--- src/rtl/ptw_pkg.sv ---
package ptw_pkg;

  // Positions of the fields in a table entry.
  localparam int ENT_VALID_BIT   = 31;
  localparam int ENT_PRESENT_BIT = 30;
  localparam int ENT_PERM_HI     = 29;
  localparam int ENT_PERM_LO     = 28;

  typedef enum logic [2:0] {
    ST_IDLE,
    ST_READ_PD,
    ST_WAIT_PD,
    ST_READ_PT,
    ST_WAIT_PT,
    ST_DONE,
    ST_FAULT
  } walk_state_e;

  typedef enum logic [1:0] {
    WS_OK      = 2'd0,
    WS_BAD_DIR = 2'd1,
    WS_BAD_PTE = 2'd2,
    WS_ABSENT  = 2'd3
  } walk_status_e;

endpackage

--- src/rtl/ptw_addr_gen.sv ---
module ptw_addr_gen #(
  parameter int PA_W    = 20,
  parameter int OUT_W   = 4,
  parameter int IN_W    = 4,
  parameter int OFF_W   = 12,
  parameter int PFN_W   = 8,
  parameter int ENT_LG2 = 2
) (
  input  logic [PA_W-1:0]  dir_base,
  input  logic [OUT_W-1:0] outer_idx,
  input  logic [IN_W-1:0]  inner_idx,
  input  logic [PFN_W-1:0] table_pfn,
  output logic [PA_W-1:0]  dir_addr,
  output logic [PA_W-1:0]  tbl_addr
);
  logic [PA_W-1:0] outer_byte;
  logic [PA_W-1:0] inner_byte;
  logic [PA_W-1:0] table_base;

  // Scale each index by the entry size to get a byte offset.
  assign outer_byte = PA_W'({outer_idx, {ENT_LG2{1'b0}}});
  assign inner_byte = PA_W'({inner_idx, {ENT_LG2{1'b0}}});
  assign table_base = PA_W'({table_pfn, {OFF_W{1'b0}}});

  assign dir_addr = dir_base + outer_byte;
  assign tbl_addr = table_base + inner_byte;
endmodule

--- src/rtl/ptw_pte_decode.sv ---
module ptw_pte_decode #(
  parameter int ENT_W = 32,
  parameter int PFN_W = 8
) (
  input  logic [ENT_W-1:0] entry,
  output logic             ent_valid,
  output logic             ent_present,
  output logic [1:0]       ent_perm,
  output logic [PFN_W-1:0] ent_pfn
);
  import ptw_pkg::*;

  assign ent_valid   = entry[ENT_VALID_BIT];
  assign ent_present = entry[ENT_PRESENT_BIT];
  assign ent_perm    = entry[ENT_PERM_HI:ENT_PERM_LO];
  assign ent_pfn     = entry[PFN_W-1:0];

  logic unused_bits;
  assign unused_bits = ^entry[ENT_PERM_LO-1:PFN_W];
endmodule

--- src/rtl/ptw_walker.sv ---
module ptw_walker #(
  parameter int OUT_W = 4,
  parameter int IN_W  = 4,
  parameter int OFF_W = 12,
  parameter int PFN_W = 8,
  parameter int ENT_W = 32,
  localparam int VA_W    = OUT_W + IN_W + OFF_W,
  localparam int PA_W    = PFN_W + OFF_W,
  localparam int VPN_W   = OUT_W + IN_W,
  localparam int ENT_LG2 = $clog2(ENT_W / 8)
) (
  input  logic             clk,
  input  logic             rst_n,
  input  logic [PA_W-1:0]  pd_base,
  input  logic             req_valid,
  output logic             req_ready,
  input  logic [VA_W-1:0]  req_vaddr,
  output logic             mem_req_valid,
  input  logic             mem_req_ready,
  output logic [PA_W-1:0]  mem_req_addr,
  input  logic             mem_rsp_valid,
  input  logic [ENT_W-1:0] mem_rsp_data,
  output logic             res_valid,
  input  logic             res_ready,
  output logic [1:0]       res_status,
  output logic [PFN_W-1:0] res_pfn,
  output logic [PA_W-1:0]  res_paddr,
  output logic [1:0]       res_perm,
  output logic             fill_valid,
  output logic [VPN_W-1:0] fill_vpn,
  output logic [PFN_W-1:0] fill_pfn
);
  import ptw_pkg::*;

  walk_state_e  state_q;
  walk_status_e status_q;
  logic [VA_W-1:0]  va_q;
  logic [PA_W-1:0]  base_q;
  logic [PFN_W-1:0] tbl_q;
  logic [PFN_W-1:0] pfn_q;
  logic [1:0]       perm_q;
  logic             fill_q;

  logic [PA_W-1:0]  dir_addr;
  logic [PA_W-1:0]  tbl_addr;
  logic             ent_valid;
  logic             ent_present;
  logic [1:0]       ent_perm;
  logic [PFN_W-1:0] ent_pfn;

  ptw_addr_gen #(
    .PA_W(PA_W), .OUT_W(OUT_W), .IN_W(IN_W), .OFF_W(OFF_W),
    .PFN_W(PFN_W), .ENT_LG2(ENT_LG2)
  ) u_addr (
    .dir_base (base_q),
    .outer_idx(va_q[VA_W-1 -: OUT_W]),
    .inner_idx(va_q[OFF_W +: IN_W]),
    .table_pfn(tbl_q),
    .dir_addr (dir_addr),
    .tbl_addr (tbl_addr)
  );

  ptw_pte_decode #(.ENT_W(ENT_W), .PFN_W(PFN_W)) u_dec (
    .entry      (mem_rsp_data),
    .ent_valid  (ent_valid),
    .ent_present(ent_present),
    .ent_perm   (ent_perm),
    .ent_pfn    (ent_pfn)
  );

  always_ff @(posedge clk or negedge rst_n) begin
    if (!rst_n) begin
      state_q  <= ST_IDLE;
      status_q <= WS_OK;
      va_q     <= '0;
      base_q   <= '0;
      tbl_q    <= '0;
      pfn_q    <= '0;
      perm_q   <= '0;
      fill_q   <= 1'b0;
    end else begin
      fill_q <= 1'b0;
      unique case (state_q)
        ST_IDLE: begin
          if (req_valid) begin
            va_q     <= req_vaddr;
            base_q   <= pd_base;
            status_q <= WS_OK;
            pfn_q    <= '0;
            perm_q   <= '0;
            state_q  <= ST_READ_PD;
          end
        end
        ST_READ_PD: if (mem_req_ready) state_q <= ST_WAIT_PD;
        ST_WAIT_PD: begin
          if (mem_rsp_valid) begin
            if (!ent_valid) begin
              status_q <= WS_BAD_DIR;
              state_q  <= ST_FAULT;
            end else begin
              tbl_q   <= ent_pfn;
              state_q <= ST_READ_PT;
            end
          end
        end
        ST_READ_PT: if (mem_req_ready) state_q <= ST_WAIT_PT;
        ST_WAIT_PT: begin
          if (mem_rsp_valid) begin
            if (!ent_valid) begin
              status_q <= WS_BAD_PTE;
              state_q  <= ST_FAULT;
            end else if (!ent_present) begin
              status_q <= WS_ABSENT;
              state_q  <= ST_FAULT;
            end else begin
              pfn_q   <= ent_pfn;
              perm_q  <= ent_perm;
              fill_q  <= 1'b1;
              state_q <= ST_DONE;
            end
          end
        end
        ST_DONE, ST_FAULT: if (res_ready) state_q <= ST_IDLE;
        default: state_q <= ST_IDLE;
      endcase
    end
  end

  assign req_ready     = (state_q == ST_IDLE);
  assign mem_req_valid = (state_q == ST_READ_PD) || (state_q == ST_READ_PT);
  assign mem_req_addr  = (state_q == ST_READ_PT) ? tbl_addr : dir_addr;

  assign res_valid  = (state_q == ST_DONE) || (state_q == ST_FAULT);
  assign res_status = status_q;
  assign res_pfn    = pfn_q;
  assign res_perm   = perm_q;
  assign res_paddr  = (state_q == ST_DONE) ? {pfn_q, va_q[OFF_W-1:0]} : '0;

  assign fill_valid = fill_q;
  assign fill_vpn   = va_q[VA_W-1:OFF_W];
  assign fill_pfn   = pfn_q;
endmodule

--- config.mk ---
export PLATFORM = sky130hd
export DESIGN_NAME = ptw_walker
export DESIGN_NICKNAME = d
export VERILOG_FILES = /design/src/rtl/ptw_pkg.sv /design/src/rtl/ptw_addr_gen.sv /design/src/rtl/ptw_pte_decode.sv /design/src/rtl/ptw_walker.sv
export SDC_FILE = /design/constraint.sdc
export NUM_CORES = 1
export LEC_CHECK = 0
export ABC_AREA = 1
export BUFFER_PORTS_ARGS = -buffer_cell sky130_fd_sc_hd__buf_4
export CELL_PAD_IN_SITES_DETAIL_PLACEMENT = 1
export CELL_PAD_IN_SITES_GLOBAL_PLACEMENT = 2
export CORE_MARGIN = 10
export CORE_UTILIZATION = 23
export CTS_CLUSTER_DIAMETER = 30
export CTS_CLUSTER_SIZE = 20
export DETAILED_ROUTE_END_ITERATION = 16
export PLACE_DENSITY_LB_ADDON = 0.1
export REMOVE_ABC_BUFFERS = 1
export SYNTH_ARGS = -nofsm -noshare
export SYNTH_HDL_FRONTEND = slang
export SYNTH_SLANG_ARGS = --single-unit
--- constraint.sdc ---
create_clock -name clk -period 1.75 [get_ports clk]
set_input_delay 0.175 -clock clk [delete_from_list [all_inputs] [get_ports clk]]
set_output_delay 0.175 -clock clk [all_outputs]
set_load 0.02 [all_outputs]
==> results.cfg <==
[floorplan]
coreArea_mm2 = 0.0150
die_x_um = 143
dieArea_mm2 = 0.0206
rows = 45
io_pins = 150
initial_utilization_pct = 23.3
die_h_um = 143

[logic_synthesis]
ys_types = 31
synth.avg_cell_area_um2 = 7.89
synth-async-reset-ratio_pct = 100
synth_edf_count = 0
yosysSeqAreaShare_pct = 45.7
synth_area_mm2 = 0.00350
yosys_warnings = 0
ys.flop_type = dfrtp_1
synthCells = 444
synth-seq-cells = 64

[timing]
fin_skew_ns = 0.00525
drv_slew = 0
hold_viol_final = 0
worst-slew-pin-transition_ns = 0.413
rsz0062_at_grt = yes
setup_viol = 17
hold_ws_ns = 0.0523
maxClockFrequency_mhz = 456
fin_ws_ns = -0.444
period_minus_slack_ns = 2.19
slew_headroom_pct = 72.4
fin_crit_sh_pct = 125

[drt]
drt-vias-per-instance = 4.37
drc = 0
drt-total-wl_um = 12800
first_pass_iters = 4
avgRoutedWirePerCell_um = 16.3
ant_nets = 0
via_count = 3428
first_iter_violations = 99

[place]
dp.cells = 757
io_buffers = 129
gp_congestion = 0.781
dpl.hpwl_um = 9550

[worst_setup_path]
reg2regPathDepth = 8
path_class = flop to output port
required_ns = 1.57
r2r_setup_slack_ns = 0.16
critPathMaxFanout = 3
r2r_start = state_q[1]
arrival_ns = 2.02
start_kind = flop
worstReg2RegEnd = va_q[7]
end_kind = output port

[clock_network]
clockBufferDepth = 2
insertion_delay_ns = 0.33
cts_root_buffer = clkbuf_16
htreeDepth = 3
clk_pin_slew_worst_paths_ns = 0.06
cts_tree = built
cts_sinks = 64
numCtsBuffers = 9

[min_path]
min-delay-start = req_vaddr[18]
holdPathEnd = va_q[18]
hp-class = primary input to flop
hold_path_depth = 2

[pwr]
peakVddDrop_mv = 0.573
total_power_uw = 10900
leakage_uw = 0.00279
power_density_mw_per_mm2 = 2010

[global_route]
grt_pass1_wl_um = 20500
grt_max_degree = 41
grt_pass1_vias = 3889
antenna_found_initial = 0
track_usage_pct = 12.7
grt_overflow = 0

[cells_and_area]
fin_nets = 674
stdcell_count = 785
syn2layout_area_growth_pct = 54.8
drive_above_1_share_pct = 41.6

[run]
maxCapViolations = 0

[run_status]
outcome = finished, violations left
violations = setup timing
==> registers in the layout, indices dropped and copies added (netlist names) <==
name	cells
tbl_q	8
res_perm	2
fill_valid	1
base_q	20
fill_pfn	8
state_q	3
res_status	2
va_q	20
==> report_power, final <==
part	switching [uW]	internal (uW)
Clock	720	1150
Combinational	3610	2860
Sequential	472	2100
==> synthesized netlist by cell type, types with 2 or more instances <==
cell      count  area share [%]
nand2_1      96              10
buf_6         3            0.96
o21ai_0      18             2.6
o21ai_1       3            0.43
a21oi_1      31             4.4
inv_2         6            0.64
nor2_1       66             7.1
mux2_1       10             3.2
buf_4        16             3.4
nand2_2       2            0.36
mux2_2        6             1.9
ha_1          4             1.4
o22ai_1       8             1.4
inv_1        54             5.8
nor2_4        3            0.96
xnor2_1       2            0.50
nor3_1        5            0.71
nand3_1      22             3.1
clkbuf_1      5            0.54
buf_2         3            0.43
dfrtp_1      64              46
nand4_1       8             1.4
==> timing repair <==
| item | CTS | global route |
|---|---|---|
| hold buffers | 1 | 0 |
| pin swaps | 18 | 9 |
| setup endpoints to repair | 52 | 47 |
| hold endpoints to repair | 24 | 0 |
| buffers inserted | 6 | 4 |
| gates cloned | 0 | 1 |
| resized for setup | 56 | 36 |
==> area by class of cell <==
cell class / instances / area [um^2]
antenna: 1 / 2.50
clock buffer: 10 / 239
clock inverter: 6 / 67.6
fill: 1780 / 9610
inverter: 60 / 235
multi-input combinational: 293 / 1700
sequential: 64 / 1600
tap: 188 / 235
timing repair buffer: 163 / 1340
==> stage by stage <==
step	cell area (um^2)	TNS [ns]	setup slack [ns]	utilization, %
floorplan	3310	-2.07	-0.324	-
global placement	4700	-2.90	-0.289	31.3
detailed placement	4700	-3.09	-0.319	31.3
CTS	5250	-5.97	-0.452	34.9
global route	5420	-7.66	-0.552	36.1
finish	5420	-5.26	-0.444	36.1
==> cells in the final DEF, fill, tap and decap left out, types with 4 or more instances in the layout <==
| cell | count |
|---|---|
| buf_4 | 143 |
| nand2_4 | 4 |
| nand3_2 | 5 |
| o22ai_1 | 8 |
| nand4_1 | 8 |
| buf_6 | 15 |
| inv_1 | 52 |
| nand2_1 | 85 |
| o21ai_1 | 7 |
| a21oi_1 | 27 |
| nand2_2 | 9 |
| dfrtp_1 | 62 |
| mux2_1 | 10 |
| o21ai_0 | 10 |
| mux2_2 | 6 |
| nor2_4 | 7 |
| nor3_1 | 5 |
| nor2_2 | 14 |
| inv_2 | 6 |
| nor2_1 | 49 |
| o21ai_2 | 4 |
| nand3_1 | 18 |
| clkbuf_16 | 10 |
==> routing by layer <==
metal | share of wire [%] | vias to the layer above | global-route usage [%]
li1 | - | 1704 | -
met2 | 49 | 87 | 21.2
met5 | 0 | - | 0
met4 | 1.5 | 0 | 4.94
met3 | 9.4 | 13 | 5.68
met1 | 40 | 1624 | 13.8
==> cells by family (layout without fill, tap and decap cells) <==
family	Yosys count	after routing	synth area share (%)
and+or+nand+nor	208	208	25.5
muxes	16	16	5.14
adders and majority gates	5	5	2.00
AOI/OAI and AO/OA	61	61	9.07
buffers and inverters	87	239	11.8
DFF	64	64	45.7
other	0	1	0
xor gates and xnor gates	3	3	0.750
==> worst max path at each step <==
stage	start	endpoint	slack, ns	cells after the start
floorplan	va_q[16]	mem_req_addr[10]	-0.32	7
global placement	va_q[16]	mem_req_addr[12]	-0.29	11
finish	va_q[16]	mem_req_addr[8]	-0.44	9
CTS	base_q[2]	mem_req_addr[12]	-0.45	11
global route	va_q[17]	mem_req_addr[17]	-0.55	12
detailed placement	va_q[16]	mem_req_addr[12]	-0.32	11
==> worst max-delay path, cell delays in order, from the launching register on <==
cell,delay [ns]
dfrtp_1,0.38
ha_2,0.20
fa_2,0.36
buf_6,0.13
nand4_1,0.10
o21ai_2,0.10
buf_4,0.15
nor2_4,0.06
nor2_1,0.04
buf_4,0.15
Power figures use the tool's default switching activity.
